[src/rtl/arith4_pkg.sv]
package arith4_pkg;
  localparam int DEF_W     = 4;
  localparam int DEF_STAGE = 1;

  // second adder operand picked by the select code
  typedef enum logic [1:0] {
    SEL_ZERO  = 2'd0,
    SEL_B     = 2'd1,
    SEL_NOT_B = 2'd2,
    SEL_ONES  = 2'd3
  } sel_e;
endpackage

[src/rtl/arith4_inreg.sv]
module arith4_inreg #(
  parameter int W = arith4_pkg::DEF_W
) (
  input  logic         clk,
  input  logic         rst,
  input  logic         d_vld,
  input  logic [1:0]   d_sel,
  input  logic         d_cin,
  input  logic [W-1:0] d_a,
  input  logic [W-1:0] d_b,
  output logic         q_vld,
  output logic [1:0]   q_sel,
  output logic         q_cin,
  output logic [W-1:0] q_a,
  output logic [W-1:0] q_b
);
  always_ff @(posedge clk) begin
    if (rst) begin
      q_vld <= 1'b0;
      q_sel <= '0;
      q_cin <= 1'b0;
      q_a   <= '0;
      q_b   <= '0;
    end else begin
      q_vld <= d_vld;
      q_sel <= d_sel;
      q_cin <= d_cin;
      q_a   <= d_a;
      q_b   <= d_b;
    end
  end
endmodule

[src/rtl/arith4_core.sv]
module arith4_core #(
  parameter int W = arith4_pkg::DEF_W
) (
  input  logic [1:0]   sel,
  input  logic         cin,
  input  logic [W-1:0] a,
  input  logic [W-1:0] b,
  output logic [W:0]   sum
);
  import arith4_pkg::*;

  logic [W-1:0] opb;

  always_comb begin
    unique case (sel_e'(sel))
      SEL_ZERO:  opb = '0;
      SEL_B:     opb = b;
      SEL_NOT_B: opb = ~b;
      default:   opb = '1;
    endcase
  end

  assign sum = {1'b0, a} + {1'b0, opb} + {{W{1'b0}}, cin};
endmodule

[src/rtl/arith4_stage.sv]
module arith4_stage #(
  parameter int W     = arith4_pkg::DEF_W,
  parameter int DEPTH = arith4_pkg::DEF_STAGE
) (
  input  logic         clk,
  input  logic         rst,
  input  logic         d_vld,
  input  logic [W:0]   d_sum,
  output logic         q_vld,
  output logic [W:0]   q_sum
);
  localparam int SW = W + 2;

  generate
    if (DEPTH == 0) begin : g_bypass
      assign q_vld = d_vld;
      assign q_sum = d_sum;
    end else begin : g_pipe
      logic [SW-1:0] st [DEPTH];
      for (genvar k = 0; k < DEPTH; k++) begin : g_st
        always_ff @(posedge clk) begin
          if (rst) st[k] <= '0;
          else if (k == 0) st[k] <= {d_vld, d_sum};
          else st[k] <= st[(k == 0) ? 0 : k-1];
        end
      end
      assign q_vld = st[DEPTH-1][SW-1];
      assign q_sum = st[DEPTH-1][W:0];
    end
  endgenerate
endmodule

[src/rtl/arith4_outreg.sv]
module arith4_outreg #(
  parameter int W = arith4_pkg::DEF_W
) (
  input  logic         clk,
  input  logic         rst,
  input  logic         d_vld,
  input  logic [W:0]   d_sum,
  output logic         q_vld,
  output logic [W-1:0] q_f,
  output logic         q_cout
);
  always_ff @(posedge clk) begin
    if (rst) begin
      q_vld  <= 1'b0;
      q_f    <= '0;
      q_cout <= 1'b0;
    end else begin
      q_vld <= d_vld;
      if (d_vld) {q_cout, q_f} <= d_sum;
    end
  end
endmodule

[src/rtl/arith4_reg.sv]
module arith4_reg #(
  parameter int W           = arith4_pkg::DEF_W,
  parameter int PIPE_STAGES = arith4_pkg::DEF_STAGE
) (
  input  logic         clk,
  input  logic         rst,
  input  logic         in_vld,
  input  logic [1:0]   in_sel,
  input  logic         in_cin,
  input  logic [W-1:0] in_a,
  input  logic [W-1:0] in_b,
  output logic         out_vld,
  output logic [W-1:0] out_f,
  output logic         out_cout
);
  logic         r_vld, r_cin;
  logic [1:0]   r_sel;
  logic [W-1:0] r_a, r_b;
  logic [W:0]   c_sum, p_sum;
  logic         p_vld;

  arith4_inreg #(.W(W)) u_in (
    .clk(clk), .rst(rst),
    .d_vld(in_vld), .d_sel(in_sel), .d_cin(in_cin), .d_a(in_a), .d_b(in_b),
    .q_vld(r_vld), .q_sel(r_sel), .q_cin(r_cin), .q_a(r_a), .q_b(r_b)
  );

  arith4_core #(.W(W)) u_core (
    .sel(r_sel), .cin(r_cin), .a(r_a), .b(r_b), .sum(c_sum)
  );

  arith4_stage #(.W(W), .DEPTH(PIPE_STAGES)) u_pipe (
    .clk(clk), .rst(rst),
    .d_vld(r_vld), .d_sum(c_sum),
    .q_vld(p_vld), .q_sum(p_sum)
  );

  arith4_outreg #(.W(W)) u_out (
    .clk(clk), .rst(rst),
    .d_vld(p_vld), .d_sum(p_sum),
    .q_vld(out_vld), .q_f(out_f), .q_cout(out_cout)
  );
endmodule

[config.mk]
export PLATFORM = sky130hd
export DESIGN_NAME = arith4_reg
export DESIGN_NICKNAME = d
export VERILOG_FILES = /design/src/rtl/arith4_pkg.sv /design/src/rtl/arith4_inreg.sv /design/src/rtl/arith4_core.sv /design/src/rtl/arith4_stage.sv /design/src/rtl/arith4_outreg.sv /design/src/rtl/arith4_reg.sv
export SDC_FILE = /design/constraint.sdc
export NUM_CORES = 1
export LEC_CHECK = 0
export BUFFER_PORTS_ARGS = -buffer_cell sky130_fd_sc_hd__clkbuf_2
export CAP_MARGIN = 0
export CORE_MARGIN = 10
export CORE_UTILIZATION = 45
export CTS_BUF_LIST = sky130_fd_sc_hd__clkbuf_4 sky130_fd_sc_hd__clkbuf_8
export DETAILED_ROUTE_END_ITERATION = 6
export GPL_TIMING_DRIVEN = 0
export PLACE_DENSITY = 0.71
export SYNTH_ARGS = -nofsm -noshare
export SYNTH_HDL_FRONTEND = slang
export SYNTH_SLANG_ARGS = --single-unit
[constraint.sdc]
create_clock -name clk -period 1.6 [get_ports clk]
set_input_delay 0.08 -clock clk [delete_from_list [all_inputs] [get_ports clk]]
set_output_delay 0.08 -clock clk [all_outputs]
set_load 0.02 [all_outputs]
* Word-level counts from Yosys, hierarchy flattened
Memories as Yosys holds them, arrays and structs flattened. Index checks and enable logic that the tools add are counted.
Storage, ports and cells: bits in registers 18, input port bits 14, RAM bits 6, memories 1, memory bits (read-only) 0, latch bits 0
Memory list:
- u_pipe.g_pipe.st | depth 1, bits a word 6, read ports 1, clocked after memory_dff 0, wr ports 1, RTL line arith4_stage.sv:19 | logic [SW-1:0] st [DEPTH];
Cells by class: equality and inequality tests 2, shift-type cells 0, multiply operators 0, bitwise operators 1, reductions and logical operators 2, $lt $le $gt $ge 0, div/mod/pow operators 0, add/sub/neg operators 2, mux-type cells 6
Operators by type and width (number):
- case mux 4 bit (3 select lines) | 1
- two-way mux 6 bit | 1
- OR reduction 6 bit | 1
- adder 4 x 4 -> 5 bit | 1
- adder 5 x 1 -> 5 bit | 1
- two-way mux 1 bit | 4
- NOT 4 bit | 1
- equality test 2 x 1 -> 1 bit, second input constant | 1
- equality test 2 bit, second input constant | 1
- logical NOT 2 bit | 1

* Depth between registers and ports, before layout
Gate-level depths: netlist (run 1).
depth after elaboration 5, gate-level depth with buffers 7

* Cells and area by module
From an unflattened synthesis (run 1), not the netlist that was laid out.
Unflattened totals: cells, all modules 75, area total of the unflattened synthesis 918.4 µm²
Modules (own cells, without submodules):
- arith4_inreg | area each 366.6 µm², cells each 25, times used 1, seq. area each 240.2 µm²
- arith4_outreg | area each 206.4 µm², cells each 18, times used 1, seq. area each 120.1 µm²
- arith4_core | area each 187.7 µm², cells each 20, times used 1, seq. area each 0.0 µm²
- arith4_stage | area each 157.7 µm², cells each 12, times used 1, seq. area each 120.1 µm²

* Worst setup path before layout (run 1)
Ideal clock, no wire load.
kind register to register, start reg u_in.q_b[0], end mem u_pipe.g_pipe.st[0][3] in the netlist's numbering, data required time 1477 ps, cell stages (with the launch flop) 6, slack -140 ps, library setup time 123 ps, clock period less this slack 1740 ps, arrival time 1617 ps, buffers on the path 0, cell sequence dfxtp_1 -> mux2_2 -> fa_1 -> a21o_1 -> a21oi_2 -> mux2_1
On the way: longest elaborated chain between the ends 5
Ends and longest elaborated chain:
- start: declaration | RTL line arith4_inreg.sv:15 | output logic [W-1:0] q_b
- start signal: assignment | RTL line arith4_inreg.sv:23 | q_b <= '0;
- start signal: assignment | RTL line arith4_inreg.sv:29 | q_b <= d_b;
- NOT 4 bit | RTL line arith4_core.sv:18 | SEL_NOT_B: opb = ~b;
- case mux 4 bit (3 select lines) * | RTL line arith4_core.sv:15 | unique case (sel_e'(sel))
- adder 4 x 4 -> 5 bit * | RTL line arith4_core.sv:23 | assign sum = {1'b0, a} + {1'b0, opb} + {{W{1'b0}}, cin};
- adder 5 x 1 -> 5 bit * | RTL line arith4_core.sv:23
- two-way mux 6 bit (no source line) *
- end: declaration | RTL line arith4_stage.sv:19
Every way passes the cells marked *; elsewhere a longest branch is shown, timed or not.

* Worst setup path in the final report (run 1)
Same ends and word-level chain as after synthesis.

==> results of run 1 <==
what timing repair did:
item / 4_1_cts / 5_1_grt
gates resized for setup: 6 / 7
endpoints found under the setup margin: 3 / 4
hold buffers: 13 / 0
pin swaps: 1 / 5
endpoints found under the hold margin: 12 / 0
setup buffers: 1 / 1
worst min-delay path by stage:
stage | endpoint | slack [ps] | cells after the start
detailed placement | u_in.q_a[2] | 290 | 2
CTS | u_in.q_b[3] | 2 | 2
global placement | u_in.q_b[3] | 290 | 2
floorplan | u_in.q_a[3] | 150 | 1
global route | u_in.q_b[3] | 10 | 2
finish | u_in.q_b[3] | 20 | 2
area by class of cell:
| class | count | area [µm²] |
|---|---|---|
| Multi-Input combinational cell | 45 | 387 |
| Timing Repair Buffer | 34 | 240 |
| Tap cell | 25 | 31.3 |
| Inverter | 4 | 15.0 |
| Clock buffer | 4 | 36.3 |
| Buffer | 3 | 15.0 |
| Sequential cell | 24 | 487 |
| Fill cell | 153 | 553 |
per-stage QoR:
stage          setup WS [ps]  hold slack [ps]  instance area (µm²)  power [mW]
4_1_cts                -95.4             1.58                 1180        1.09
3_5_place_dp            -126              292                  997       0.762
3_3_place_gp            -107              287                  997       0.756
2_1_floorplan          -55.4              152                  871       0.727
5_1_grt                 -187             13.9                 1210        1.16
6_report                -136             19.8                 1210        1.09
synthesized netlist by cell type:
master	number	share of area (%)
dfxtp_1	24	56
nor2b_1	18	13
nor2_1	7	3.0
mux2i_1	6	7.0
inv_1	4	1.7
buf_2	3	1.7
ha_1	3	4.3
mux2_2	3	3.9
fa_1	2	4.6
a21o_1	1	0.87
a21oi_1	1	0.58
a21oi_2	1	1.0
mux2_1	1	1.3
nor3_1	1	0.58
o21ai_0	1	0.58
state kept, by name, summed over array words and instances, names as in the netlist:
register,cells
u_in.q_vld,1
u_in.q_b,4
u_in.q_cin,1
u_out.q_cout,1
u_pipe.g_pipe.st,6
u_in.q_a,4
u_out.q_f,4
u_out.q_vld,1
u_in.q_sel,2
logic make-up (layout without fill, tap and decap cells):
kind of cell	after synthesis	in the layout	share of synthesized area (%)
multiplexers	10	10	12.2
buffers and inverters	7	45	3.48
adder cells (fa/ha/maj)	5	5	8.99
AND/OR/NAND/NOR	26	26	16.7
AO/OA/AOI/OAI	4	4	3.04
flip-flops	24	24	55.7
power by group through the flow:
stage	combinational, mW	clock [mW]	sequential [mW]
6_report	0.150	0.302	0.643
5_1_grt	0.167	0.343	0.647
4_1_cts	0.137	0.312	0.645
3_5_place_dp	0.105	0	0.657
3_3_place_gp	0.101	0	0.656
2_1_floorplan	0.0691	0	0.658
layer usage:
layer	share of wire (%)	global-route usage [%]
met3	10	4.70
met2	50	14.3
met4	1.9	4.10
met1	38	8.41
met5	0	0
worst register-to-register path, stage by stage (launching register included):
cell,delay [ps]
dfxtp_2,350
mux2_4,300
fa_2,370
a21o_1,170
a21oi_2,140
mux2_4,300
==> flow_summary.json, run 1 <==
{
  "critPathMaxStageDelay_ps": 370,
  "grt_overflow": 0,
  "net-switching-power_uw": 238,
  "cts_buffer_depth": 2,
  "setup_viol": 4,
  "p_sw_share_pct": 21.7,
  "hold_class": "in2reg",
  "clk_pin_slew_ps": 120,
  "crit_buf_inv": 0,
  "grt_antenna_before_repair": 0,
  "wl_per_cell_um": 12.0,
  "fmaxAchievable_mhz": 576,
  "area_delta_synth_final_pct": 40.3,
  "drc_errors": 0,
  "antenna_left": 0,
  "cp-end-kind": "flop",
  "layout_common_cells": "dfxtp_1 (21), clkbuf_2 (19), nor2b_1 (16)",
  "synth_nets": 95,
  "antenna_cells": 0,
  "critPathMaxFanout": 2,
  "internal_power_uw": 857,
  "rr_worst_depth": 5,
  "grt_pass1_vias": 613,
  "ys_seq_elements": 24,
  "drive_above_1_share_pct": 39.5,
  "cp.depth": 5,
  "worst_pin_slew_ps": 215,
  "track_usage_pct": 8.54,
  "die-area_mm2": 0.00407,
  "core_area_mm2": 0.00176,
  "required_ps": 1810,
  "hold_viol": 0,
  "cts-buffers-inserted": 3,
  "layoutNonFillerInstCount": 139,
  "crit_family": "multiplexers",
  "fin_skew_ps": 5.60,
  "leakage_nw": 0.546,
  "finalSetupTns_ps": -279,
  "syn_inst": 76,
  "dr.pass1.iters": 4,
  "slew_headroom_pct": 85.6,
  "crit_end": "u_pipe.g_pipe.st[0][3]",
  "status": "finished, violations left",
  "critPathSlowestCell": "fa_2",
  "port_buffers": 19,
  "ctsHtreeMaxLevel": 1,
  "rr_endpoint": "u_pipe.g_pipe.st[0][3]",
  "rsz0062_at_grt": "yes",
  "fin_crit_sh_pct": 108,
  "cp.arrival_ps": 1940,
  "dp_hpwl_mm": 1.07,
  "setup_ws_ps": -136,
  "crit_chain": "mux2_4 -> fa_2 -> a21o_1 -> a21oi_2 -> mux2_4",
  "violations": "setup timing",
  "nNetsFinal": 134,
  "clkPwrFrac_pct": 27.6,
  "crit_top_cell": "mux2_4",
  "viasPerCell": 4.40,
  "start_util_pct": 48.9,
  "placed_cells": 120,
  "p_seq_share_pct": 58.8,
  "min_period_ps": 1740,
  "worst-setup-path-type": "reg2reg",
  "fp.dieH_um": 63.8,
  "cap_violations": 0,
  "pin_count": 20,
  "first_iter_violations": 3,
  "clock_latency_ps": 300,
  "vias": 611,
  "p_per_area_mw_per_mm2": 903,
  "cts_tree": "built",
  "reg2reg_from": "u_in.q_b[0]",
  "critPathLaunch": "u_in.q_b[0]",
  "irDropWorstVdd_uv": 640,
  "report.final.slew_viol_count": 0,
  "drt-total-wl_mm": 1.66,
  "netlist_area_um2": 863,
  "final_core_util_pct": 68.7,
  "ys_types": 15,
  "place_congestion": 0.709,
  "hold_start": "rst",
  "clock_sinks": 24,
  "grt_max_degree": 14,
  "comb_power_share_pct": 13.7,
  "yosysWarningCount": 0,
  "fp.dieW_um": 63.8,
  "root_buffer": "clkbuf_4",
  "yosysSeqAreaShare_pct": 55.7,
  "fp-row-count": 15,
  "avgSynthCellArea_um2": 11.4,
  "cp-start-kind": "flop",
  "grt_pass1_wl_mm": 2.79,
  "final_common_cell": "dfxtp_1",
  "r2r_slack_ps": -140
}
No activity file was read; power rests on OpenSTA's default activity.
==> inputs of run 2 (changes only) <==
Settings changed: PLACE_DENSITY 0.71 to 0.76.
==> run 2 against run 1 <==
  * Fmax rose by 2.3%
  * The run still ends with setup timing left
  * Cell area did not move
  * Clock-buffer cell count did not move
  * Via count rose by 1.6%
==> flow_summary.json, run 2 (same netlist as run 1, synthesis figures left out) <==
{
  "largest_reg_flops": 6,
  "finalSetupTns_ps": -110,
  "worst-setup-path-type": "reg2reg",
  "drc_errors": 0,
  "whs_ps": 160,
  "wl_per_cell_um": 10.7,
  "worst_pin_slew_ps": 190,
  "cts_tree": "built",
  "dp_hpwl_mm": 1.06,
  "p_per_area_mw_per_mm2": 904,
  "required_ps": 1820,
  "clock_latency_ps": 310,
  "fmaxAchievable_mhz": 589,
  "fin_skew_ps": 6.15,
  "fin_crit_sh_pct": 106,
  "crit_chain": "mux2_4 -> fa_2 -> a21o_1 -> a21oi_2 -> mux2_4",
  "hold_class": "in2reg",
  "grt_pass1_wl_mm": 2.72,
  "critPathMaxFanout": 2,
  "antenna_left": 0,
  "first_iter_violations": 6,
  "cap_violations": 0,
  "min_period_ps": 1700,
  "placed_cells": 120,
  "max_flop_register": "u_pipe.g_pipe.st",
  "dr.pass1.iters": 4,
  "antenna_cells": 0,
  "layout_common_cells": "dfxtp_1 (21), clkbuf_2 (19), nor2b_1 (18)",
  "irDropWorstVdd_uv": 614,
  "fp-row-count": 15,
  "critPathMaxStageDelay_ps": 350,
  "place_congestion": 0.709,
  "cp.arrival_ps": 1920,
  "die-area_mm2": 0.00407,
  "critPathSlowestCell": "fa_2",
  "slew_headroom_pct": 87.3,
  "setup_viol": 2,
  "leakage_nw": 0.551,
  "cts-buffers-inserted": 3,
  "fp.dieH_um": 63.8,
  "report.final.slew_viol_count": 0,
  "grt_antenna_before_repair": 0,
  "cp-end-kind": "flop",
  "placed_cell_area_um2": 997,
  "nNetsFinal": 136,
  "final_core_util_pct": 68.7,
  "core_area_mm2": 0.00176,
  "viasPerCell": 4.40,
  "pin_count": 20,
  "grt_pass1_vias": 661,
  "grt_max_degree": 14,
  "violations": "setup timing",
  "cp-start-kind": "flop",
  "status": "finished, violations left",
  "design_area_mm2": 0.00121,
  "drive_above_1_share_pct": 32.8,
  "crit_buf_inv": 0,
  "fp.dieW_um": 63.8,
  "crit_family": "multiplexers",
  "start_util_pct": 48.9,
  "rsz0062_at_grt": "yes",
  "drt-total-wl_mm": 1.51,
  "clock_sinks": 24,
  "vias": 621,
  "cts_buffer_depth": 2,
  "ctsHtreeMaxLevel": 1,
  "track_usage_pct": 8.25,
  "layoutNonFillerInstCount": 141,
  "final_common_cell": "dfxtp_1",
  "clk_pin_slew_ps": 120,
  "port_buffers": 19,
  "setup_ws_ps": -97.5,
  "crit_top_cell": "mux2_4",
  "area_delta_synth_final_pct": 40.3,
  "grt_overflow": 0,
  "root_buffer": "clkbuf_4",
  "hold_viol": 0
}
==> run 2: metal layers <==
layer	vias to the layer above	GRT usage (%)	wire length [µm]
met4	0	5.74	42
met5	-	0	0
met2	18	13.2	702
met1	278	8.60	641
met3	5	3.48	122
li1	320	-	-
==> run 2: worst min-delay path, stage by stage <==
cell	delay, ps
clkbuf_2	130
nor2_1	100
mux2_4	140
==> run 2: repair_timing <==
action	4_1_cts	5_1_grt
pin swaps	1	1
setup endpoints to repair	3	4
gates resized for setup	5	1
hold buffers	15	0
buffers inserted	0	2
hold endpoints to repair	12	0
==> run 2: power breakdown <==
group / switching [mW] / internal [mW]
registers: 0.0125 / 0.630
logic: 0.0542 / 0.0874
clock network: 0.171 / 0.139
==> run 2: worst paths after layout <==
path | startpoint | to | slack [ps] | cells after the start
min | rst | u_pipe.g_pipe.st[0][3] | 160 | 3
max reg2reg | u_in.q_b[0] | u_pipe.g_pipe.st[0][3] | -100 | 5
max | u_in.q_b[0] | u_pipe.g_pipe.st[0][3] | -100 | 5
min reg2reg | u_in.q_vld | u_pipe.g_pipe.st[0][5] | 460 | 1
==> run 2: metrics by stage <==
stage	total power, mW	setup slack (ps)
5_1_grt	1.16	-143
4_1_cts	1.10	-93.2
3_5_place_dp	0.762	-105
6_report	1.09	-97.5
3_3_place_gp	0.756	-107
2_1_floorplan	0.727	-55.4
==> run 2: cell type report <==
| type | count | area, µm² |
|---|---|---|
| fillers | 146 | 553 |
| clock buffers | 4 | 36.3 |
| well taps | 25 | 31.3 |
| multi-input cells | 45 | 367 |
| inverters | 4 | 15.0 |
| plain buffers | 3 | 15.0 |
| repair buffers | 36 | 260 |
| flip-flops and latches | 24 | 487 |
==> inputs of run 3 (changes only) <==
Settings changed: SETUP_SLACK_MARGIN set to 0.02.
==> run 3 against run 2 <==
  * The flow still finishes with violations (setup timing)
  * Via count rose by 1.6%
  * Clock-buffer cell count is the same
  * Clock power rose by 3%
  * Largest cell class unchanged
  * Largest power group unchanged
  * Highest routed layer unchanged
==> flow_summary.json, run 3 (same netlist as run 1, synthesis figures left out) <==
{
  "max_flop_register": "u_pipe.g_pipe.st",
  "slew_headroom_pct": 87.1,
  "fp-row-count": 15,
  "port_buffers": 19,
  "fmaxAchievable_mhz": 583,
  "worst_pin_slew_ps": 194,
  "layoutNonFillerInstCount": 142,
  "min_path_cells": 3,
  "fin_skew_ps": 5.86,
  "dp_hpwl_mm": 1.06,
  "cap_violations": 0,
  "viasPerCell": 4.44,
  "cp-end-kind": "flop",
  "irDropWorstVdd_uv": 627,
  "required_ps": 1820,
  "wl_per_cell_um": 11.2,
  "antenna_left": 0,
  "hold_class": "in2reg",
  "drive_above_1_share_pct": 34.2,
  "busiest_layer": "met2",
  "status": "finished, violations left",
  "fill_cells": 143,
  "area_delta_synth_final_pct": 41.4,
  "clock_sinks": 24,
  "rr_worst_depth": 5,
  "rsz0062_at_grt": "yes",
  "grt_pass1_wl_mm": 2.72,
  "dpl_worst_slack_ps": -105,
  "final_core_util_pct": 69.2,
  "cp-start-kind": "flop",
  "pin_count": 20,
  "largest_reg_flops": 6,
  "hold_viol": 0,
  "p_per_area_mw_per_mm2": 908,
  "cp.arrival_ps": 1940,
  "fp.dieW_um": 63.8,
  "ctsHtreeMaxLevel": 1,
  "place_congestion": 0.709,
  "grtUsageMet2_pct": 13.2,
  "placed_cells": 120,
  "grt_antenna_before_repair": 0,
  "nNetsFinal": 137,
  "cts_buffer_depth": 2,
  "grt_overflow": 0,
  "clock_latency_ps": 320,
  "fin_crit_sh_pct": 107,
  "final_common_cell": "dfxtp_1",
  "first_iter_violations": 2,
  "die-area_mm2": 0.00407,
  "antenna_cells": 0,
  "core_area_mm2": 0.00176,
  "dr.pass1.iters": 2,
  "critPathMaxFanout": 2,
  "report.final.slew_viol_count": 0,
  "fp.dieH_um": 63.8,
  "root_buffer": "clkbuf_4",
  "cts-buffers-inserted": 3,
  "worst-setup-path-type": "reg2reg",
  "multi_input_area_um2": 369,
  "whs_ps": 153,
  "min_period_ps": 1710,
  "cts_tree": "built",
  "track_usage_pct": 8.25,
  "setup_viol": 3,
  "setup_ws_ps": -115,
  "grt_use_met3_pct": 3.48,
  "violations": "setup timing",
  "grt_pass1_vias": 661,
  "use_met1_pct": 8.60,
  "grt_max_degree": 14,
  "vias": 631,
  "leakage_nw": 0.557,
  "clk_pin_slew_ps": 130,
  "layout_common_cells": "dfxtp_1 (21), clkbuf_2 (19), nor2b_1 (18)",
  "drt-total-wl_mm": 1.60,
  "regArea_um2": 487,
  "drc_errors": 0,
  "start_util_pct": 48.9,
  "finalPower_mw": 1.11
}
[run 3: report_power, final]
part / switching [mW] / internal [mW] / leakage, nW / total [mW]
registers: 0.0121 / 0.630 / 0.199 / 0.642
logic: 0.0572 / 0.0906 / 0.337 / 0.148
clock network: 0.179 / 0.139 / 0.0210 / 0.318
[run 3: critical path, cell delays in order, from the launching register on]
cell     delay (ps)
dfxtp_2         350
mux2_4          300
fa_2            350
a21o_1          170
a21oi_2         150
mux2_4          310
[run 3: area by class of cell]
cell class,instances,area share [%]
flip-flops and latches,24,39.9
clock buffers,4,2.97
multi-input cells,45,30.2
plain buffers,3,1.23
repair buffers,37,21.9
well taps,25,2.56
inverters,4,1.23
[run 3: per-layer routing]
metal  vias to the layer above  share of wire [%]
met5                         -                  0
met4                         0                2.6
met3                         5                7.7
met2                        18                 47
met1                       286                 43
li1                        322                  -
[run 3: final timing paths]
path	startpoint	end	slack, ps
max	u_in.q_b[0]	u_pipe.g_pipe.st[0][3]	-110
min	rst	u_pipe.g_pipe.st[0][3]	150
max reg2reg	u_in.q_b[0]	u_pipe.g_pipe.st[0][3]	-110
min reg2reg	u_in.q_vld	u_pipe.g_pipe.st[0][5]	470
[run 3: through the flow]
stage	area [µm²]	setup TNS, ps
3_3_place_gp	997	-109
4_1_cts	1190	-145
5_1_grt	1220	-334
6_report	1220	-193
3_5_place_dp	997	-212
2_1_floorplan	871	-55.4
[run 3: what timing repair did]
action	in CTS	in global routing
gates resized for setup	5	2
setup buffers	0	3
endpoints found under the setup margin	3	4
pin swaps	1	1
hold buffers	15	0
endpoints found under the hold margin	12	0
